==> config.mk <==
export PLATFORM = sky130hd
export DESIGN_NAME = dma_irq_csr
export DESIGN_NICKNAME = d
export VERILOG_FILES = /design/src/rtl/dma_irq_pkg.sv /design/src/rtl/dma_irq_flag_bank.sv /design/src/rtl/dma_irq_master.sv /design/src/rtl/dma_irq_csr.sv
export SDC_FILE = /design/constraint.sdc
export NUM_CORES = 1
export LEC_CHECK = 0
export ABC_CLOCK_PERIOD_IN_PS = 2200
export BUFFER_PORTS_ARGS = -buffer_cell sky130_fd_sc_hd__clkbuf_2
export CORE_MARGIN = 8
export CORE_UTILIZATION = 46
export CTS_CLUSTER_SIZE = 16
export DETAILED_ROUTE_END_ITERATION = 7
export GPL_TIMING_DRIVEN = 0
export PLACE_DENSITY = 0.82
export RECOVER_POWER = 25
export SLEW_MARGIN = 10
export SYNTH_ARGS = -nofsm -noshare
export SYNTH_HDL_FRONTEND = slang
export SYNTH_SLANG_ARGS = --single-unit
==> constraint.sdc <==
create_clock -name clk -period 2.2 [get_ports clk]
set_input_delay 0.22 -clock clk [delete_from_list [all_inputs] [get_ports clk]]
set_output_delay 0.22 -clock clk [all_outputs]
set_load 0.005 [all_outputs]
==> src/rtl/dma_irq_pkg.sv <==
package dma_irq_pkg;
   localparam int REG_W     = 32;
   localparam int CH_MAX    = 7;
   localparam int GP_MAX    = 6;
   localparam int FORCE_BIT = 15;
   localparam int EN_LSB    = 16;
   localparam int GEN_BIT   = 23;
   localparam int FL_LSB    = 24;
   localparam int SUM_BIT   = 31;

   function automatic logic [REG_W-1:0] store_mask(input int n_ch, input int gp_w);
      logic [REG_W-1:0] m;
      m = '0;
      for (int i = 0; i < gp_w; i++) m[i] = 1'b1;
      m[FORCE_BIT] = 1'b1;
      for (int i = 0; i < n_ch; i++) m[EN_LSB+i] = 1'b1;
      m[GEN_BIT] = 1'b1;
      return m;
   endfunction

   function automatic logic [REG_W-1:0] ack_mask(input int n_ch);
      logic [REG_W-1:0] m;
      m = '0;
      for (int i = 0; i < n_ch; i++) m[FL_LSB+i] = 1'b1;
      return m;
   endfunction
endpackage

==> src/rtl/dma_irq_flag_bank.sv <==
module dma_irq_flag_bank #(
   parameter int NUM_CH   = 7,
   parameter bit SET_WINS = 1'b1
) (
   input  logic              clk,
   input  logic              rst_n,
   input  logic [NUM_CH-1:0] done,
   input  logic [NUM_CH-1:0] en_q,
   input  logic [NUM_CH-1:0] ack,
   output logic [NUM_CH-1:0] flag_d,
   output logic [NUM_CH-1:0] flag_q
);
   for (genvar n = 0; n < NUM_CH; n++) begin : g_ch
      logic set_n;
      assign set_n = done[n] & en_q[n];
      if (SET_WINS) begin : g_set_first
         assign flag_d[n] = set_n | (flag_q[n] & ~ack[n]);
      end else begin : g_ack_first
         assign flag_d[n] = ~ack[n] & (set_n | flag_q[n]);
      end

      always_ff @(posedge clk) begin
         if (!rst_n) flag_q[n] <= 1'b0;
         else        flag_q[n] <= flag_d[n];
      end

      AST_FLAG_SET: assert property (@(posedge clk) disable iff (!rst_n)
         (SET_WINS && done[n] && en_q[n]) |=> flag_q[n]) else $error("flag not set");
      AST_FLAG_STICKY: assert property (@(posedge clk) disable iff (!rst_n)
         (flag_q[n] && !ack[n]) |=> flag_q[n]) else $error("flag lost");
      AST_FLAG_CAUSE: assert property (@(posedge clk) disable iff (!rst_n)
         (!flag_q[n] && !(done[n] && en_q[n])) |=> !flag_q[n]) else $error("flag without cause");
   end
endmodule

==> src/rtl/dma_irq_master.sv <==
module dma_irq_master #(
   parameter int NUM_CH = 7
) (
   input  logic              clk,
   input  logic              rst_n,
   input  logic              force_d,
   input  logic              gen_d,
   input  logic [NUM_CH-1:0] en_d,
   input  logic [NUM_CH-1:0] flag_d,
   output logic              sum_q,
   output logic              irq_pulse
);
   logic sum_d;
   assign sum_d = force_d | (gen_d & (|(en_d & flag_d)));

   always_ff @(posedge clk) begin
      if (!rst_n) begin
         sum_q     <= 1'b0;
         irq_pulse <= 1'b0;
      end else begin
         sum_q     <= sum_d;
         irq_pulse <= sum_d & ~sum_q;
      end
   end

   AST_PULSE_SINGLE: assert property (@(posedge clk) disable iff (!rst_n)
      irq_pulse |=> !irq_pulse) else $error("pulse too long");
   AST_PULSE_ON_RISE: assert property (@(posedge clk) disable iff (!rst_n)
      $rose(sum_q) |-> irq_pulse) else $error("missed pulse");
   AST_PULSE_CAUSE: assert property (@(posedge clk) disable iff (!rst_n)
      irq_pulse |-> sum_q) else $error("pulse without summary");
endmodule

==> src/rtl/dma_irq_csr.sv <==
module dma_irq_csr
   import dma_irq_pkg::*;
#(
   parameter int NUM_CH   = 7,
   parameter int GP_W     = 6,
   parameter bit SET_WINS = 1'b1
) (
   input  logic              clk,
   input  logic              rst_n,
   input  logic              reg_sel,
   input  logic              reg_wr,
   input  logic [REG_W-1:0]  reg_wdata,
   output logic [REG_W-1:0]  reg_rdata,
   input  logic [NUM_CH-1:0] ch_done,
   output logic              irq_pulse
);
   localparam logic [REG_W-1:0] STORE_M = store_mask(NUM_CH, GP_W);
   localparam logic [REG_W-1:0] ACK_M   = ack_mask(NUM_CH);

   if (NUM_CH < 1 || NUM_CH > CH_MAX) begin : g_bad_ch
      $error("NUM_CH must be 1..7");
   end
   if (GP_W < 1 || GP_W > GP_MAX) begin : g_bad_gp
      $error("GP_W must be 1..6");
   end

   logic              wr_ok;
   logic [GP_W-1:0]   gp_q, gp_d;
   logic              force_q, force_d, gen_q, gen_d;
   logic [NUM_CH-1:0] en_q, en_d, ack, flag_d, flag_q;
   logic              sum_q;
   logic              unused_wbits;

   assign wr_ok        = reg_sel & reg_wr;
   assign unused_wbits = ^(reg_wdata & ~(STORE_M | ACK_M));

   assign gp_d    = wr_ok ? reg_wdata[GP_W-1:0]        : gp_q;
   assign force_d = wr_ok ? reg_wdata[FORCE_BIT]       : force_q;
   assign gen_d   = wr_ok ? reg_wdata[GEN_BIT]         : gen_q;
   assign en_d    = wr_ok ? reg_wdata[EN_LSB +: NUM_CH] : en_q;
   assign ack     = wr_ok ? reg_wdata[FL_LSB +: NUM_CH] : '0;

   always_ff @(posedge clk) begin
      if (!rst_n) begin
         gp_q    <= '0;
         force_q <= 1'b0;
         gen_q   <= 1'b0;
         en_q    <= '0;
      end else begin
         gp_q    <= gp_d;
         force_q <= force_d;
         gen_q   <= gen_d;
         en_q    <= en_d;
      end
   end

   dma_irq_flag_bank #(.NUM_CH(NUM_CH), .SET_WINS(SET_WINS)) u_flags (
      .clk    (clk),
      .rst_n  (rst_n),
      .done   (ch_done),
      .en_q   (en_q),
      .ack    (ack),
      .flag_d (flag_d),
      .flag_q (flag_q)
   );

   dma_irq_master #(.NUM_CH(NUM_CH)) u_master (
      .clk       (clk),
      .rst_n     (rst_n),
      .force_d   (force_d),
      .gen_d     (gen_d),
      .en_d      (en_d),
      .flag_d    (flag_d),
      .sum_q     (sum_q),
      .irq_pulse (irq_pulse)
   );

   always_comb begin
      logic [REG_W-1:0] word;
      word                   = '0;
      word[GP_W-1:0]         = gp_q;
      word[FORCE_BIT]        = force_q;
      word[EN_LSB +: NUM_CH] = en_q;
      word[GEN_BIT]          = gen_q;
      word[FL_LSB +: NUM_CH] = flag_q;
      word[SUM_BIT]          = sum_q;
      reg_rdata              = reg_sel ? word : '0;
   end

   AST_GAP_ZERO: assert property (@(posedge clk) disable iff (!rst_n)
      reg_rdata[14:6] == '0) else $error("reserved bits set");
   AST_WRITE_STORE: assert property (@(posedge clk) disable iff (!rst_n)
      wr_ok |=> (en_q == $past(reg_wdata[EN_LSB +: NUM_CH])) && (gen_q == $past(reg_wdata[GEN_BIT]))
                && (force_q == $past(reg_wdata[FORCE_BIT]))) else $error("write not stored");
   AST_NO_WRITE_HOLD: assert property (@(posedge clk) disable iff (!rst_n)
      !wr_ok |=> $stable(en_q) && $stable(gen_q) && $stable(force_q) && $stable(gp_q))
      else $error("state changed without write");
   AST_FORCE_SUM: assert property (@(posedge clk) disable iff (!rst_n)
      force_q |-> sum_q) else $error("force ignored");
   AST_IDLE_READ: assert property (@(posedge clk) disable iff (!rst_n)
      !reg_sel |-> reg_rdata == '0) else $error("read data while idle");
endmodule

==> metrics.csv <==
stage,metric,value,unit
yosys,synthesized_area_fraction_occupied_by_ao_oa_aoi_and_oai_cells,20.3,%
route,drt_initial_violations,36,
yosys,ys_types,29,
yosys,yosys.area.top_type_share,37.4,%
worst_hold_path,worstHoldPathType,in2reg,
yosys,synthesis.area_per_instance,8.04,µm²
final_layout,finalNetCount,271,
yosys,synth-async-reset-ratio,0,%
clock_tree,clock_sink_count,24,
global_route,grt_pass1_vias,1234,
route,detailedRoute.firstPassIterationCount,4,
die,io_pins,76,
route,route.detailed.wl_per_inst,13.1,µm
power_and_ir_drop,total_leakage_power,0.801,nW
clock_tree,post-cts-setup-buffer-count,0,
clock_tree,cts.repair.resized,0,
timing,rsz_0062_raised_after_global_routing,false,
placement,globalplace.congestion,0.776,
worst_hold_path,worstHoldStart,reg_wdata[2],
final_layout,layout.cells.most_common_list,"sky130_fd_sc_hd__clkbuf_2 (53), sky130_fd_sc_hd__nand2_1 (35), sky130_fd_sc_hd__and2_1 (24), sky130_fd_sc_hd__dfxtp_1 (24), sky130_fd_sc_hd__a21boi_0 (14)",
worst_setup_path,worst-endpoint-arrival,1.47,ns
global_route,antenna_found_initial,0,
worst_setup_path,critical_path.max_stage_delay,0.38,ns
route,detail_route.drc_violations,0,
placement,dpl_cell_area,0.00163,mm²
timing,setup_viol,0,
power_and_ir_drop,max_ir_drop_vdd,0.483,mV
worst_setup_path,worst_path_dominant_cell_family,buffers and inverters,
final_layout,layout-drive-gt1-share,33.0,%
timing,final_hold_vios,0,
global_route,grt_start_max_net_pins,14,
yosys,synth_xor_xnor_area_share,0,%
worst_setup_path,reg2reg_from,en_q[0],
placement,place_inst,254,
placement,detailedPlacementHpwl,2.78,mm
final_layout,filler_cell_count,259,
route,drtAntennaViolNets,0,
yosys,main_combinational_cell_family_by_area_after_synthesis,simple AND/OR/NAND/NOR gates,
run_status,run_status,finished clean,
worst_setup_path,setup.worst_path.start_class,input port,
timing,final.setup.tns,0,ns
clock_tree,clock-root-buffer,sky130_fd_sc_hd__clkbuf_4,
final_layout,regArea,480,µm²
clock_tree,cts_inserted_buffers,3,
die,std_cell_rows,19,
die,start_util,47.5,%
route,post_drt_via_cell_ratio,4.85,
route,total_via_count_in_the_routed_design,1251,
die,die_w,68.9,µm
final_layout,layout_commonest_cell,sky130_fd_sc_hd__clkbuf_2,
worst_setup_path,critical_path.cell_chain,clkbuf_1 -> clkbuf_1 -> clkbuf_1 -> and2_1 -> clkbuf_2,
timing,maximum_clock_frequency,0.592,GHz
power_and_ir_drop,cellPowerDensity,508,mW/mm²
timing,fin_worst_skew,0.00677,ns
final_layout,area_of_the_multi_input_gates,704,µm²
clock_tree,hold_buffers,0,
worst_setup_path,path_buf_inv,4,
worst_setup_path,worstSetupPathType,in2out,
worst_setup_path,crit_startpoint,reg_sel,
final_layout,post_layout_nonfiller_instances,258,
die,die_area,0.00474,mm²
clock_tree,clock_insertion_delay_at_the_later_pin_of_the_skew_report,0.31,ns
clock_tree,ctsLongestPathBuffers,2,
job,max_cap_viol_count,0,
yosys,syn_area,0.00129,mm²
route,drt_wl_total,3.37,mm
timing,final_period_minus_worst_setup_slack,1.69,ns
yosys,synthTopCellsByArea,"sky130_fd_sc_hd__dfxtp_1 (37%), sky130_fd_sc_hd__and2_1 (12%), sky130_fd_sc_hd__nand2_1 (10%)",
clock_tree,cts.reportedPaths.clkPinSlew,0.13,ns
yosys,yosys_register_bits,24,
clock_tree,cts.htree.levels,1,
die,die_h,68.9,µm
yosys,synth.mux.area_fraction,1.56,%
placement,port-buffer-count,55,
global_route,global_route.overflow_total,0,
final_layout,fin_area,0.00166,mm²
yosys,synth_edf_count,0,
worst_setup_path,cp_common_cell,sky130_fd_sc_hd__clkbuf_1,
worst_setup_path,cp_data_required_time,1.98,ns
yosys,share_of_the_yosys_chip_area_belonging_to_registers,37.4,%
yosys,synthDominantAreaCellType,sky130_fd_sc_hd__dfxtp_1,
worst_setup_path,end_kind,output pin,
worst_setup_path,crit_slowest_cell,sky130_fd_sc_hd__clkbuf_1,
global_route,grt_first_pass_wirelength,5.45,mm
global_route,grt_usage,14.8,%
die,floorplan.core_area,0.00271,mm²
final_layout,inserted_diodes,0,
yosys,synth_adder_area_share,0,%
timing,post-route-period-util,76.8,%
yosys,yosys_most_used_dff,sky130_fd_sc_hd__dfxtp_1,
final_layout,areaGrowthSynthToFinish,28.8,%
timing,timing_max_transition_violations_final,0,
yosys,netlist_instances,160,
yosys,yosysWarningCount,0,
yosys,post_synth_and_or_nand_nor_area_fraction,30.3,%
worst_setup_path,timing.critical_path.fanout_max,10,
clock_tree,tritoncts,done,
-- flip-flops by register name, summed over array words and instances, names as in the netlist --
signal              flops
en_q                    7
u_flags.flag_q          7
gp_q                    6
force_q                 1
gen_q                   1
u_master.irq_pulse      1
u_master.sum_q          1
-- per-layer routing --
metal	up-vias	global-route usage, %	routed length [µm]
li1	648	-	-
met1	554	17.8	1440
met2	44	24.5	1590
met3	5	4.52	304
met4	0	4.51	36
met5	-	0	0
-- power breakdown --
part | internal, W | switching [W] | leakage, nW
logic | 0.0000752 | 0.0000733 | 0.585
registers | 0.000454 | 0.0000115 | 0.196
clock network | 0.000101 | 0.000127 | 0.0210
total | 0.000630 | 0.000212 | 0.801
-- per-stage QoR --
| step | setup slack, ns | util, % | total power (W) | hold slack (ns) |
|---|---|---|---|---|
| global placement | 0.533 | 60.2 | 0.000623 | 0.403 |
| global route | 0.358 | 61.1 | 0.000886 | 0.119 |
| detailed placement | 0.544 | 60.2 | 0.000626 | 0.398 |
| CTS | 0.652 | 61.5 | 0.000846 | 0.120 |
| floorplan | 0.724 | - | 0.000562 | 0.350 |
| finish | 0.510 | 61.1 | 0.000842 | 0.120 |
-- layout make-up --
type	instances	area share [%]
tap	31	2.34
timing repair buffer	55	16.5
buffer	18	6.57
inverter	4	0.906
multi-input combinational	122	42.5
sequential	24	29.0
clock buffer	4	2.19
-- Yosys cell counts, drive strengths merged, types with 2 or more instances --
cell type	count
nand2	35
and2	26
dfxtp	24
a21boi	14
buf	12
o21ai	7
clkbuf	6
nor2b	6
nand3	5
a22oi	4
inv	4
a21o	3
a21oi	2
mux2i	2
-- worst reg2reg max path: stages (launching register included) --
cell	delay, ns
sky130_fd_sc_hd__dfxtp_1	0.36
sky130_fd_sc_hd__a22o_1	0.24
sky130_fd_sc_hd__a221o_1	0.37
sky130_fd_sc_hd__a2111oi_2	0.38
sky130_fd_sc_hd__a211oi_1	0.09
-- logic make-up (layout without fill, tap and decap cells) --
kind of cell / count (synthesis) / after routing
other: 1 / 9
AOI/OAI and AO/OA: 36 / 36
DFF: 24 / 24
buffers and inverters: 22 / 81
muxes: 2 / 2
and+or+nand+nor: 75 / 75
-- final timing paths --
path                                      endpoint  slack (ns)  cells after the start
worst max-delay path                 reg_rdata[24]        0.51                      5
worst min register to register  u_master.irq_pulse        0.42                      1
worst max register to register  u_master.irq_pulse        0.65                      4
worst min-delay path                       gp_q[2]        0.12                      3
(Power assumes the default switching activity.)
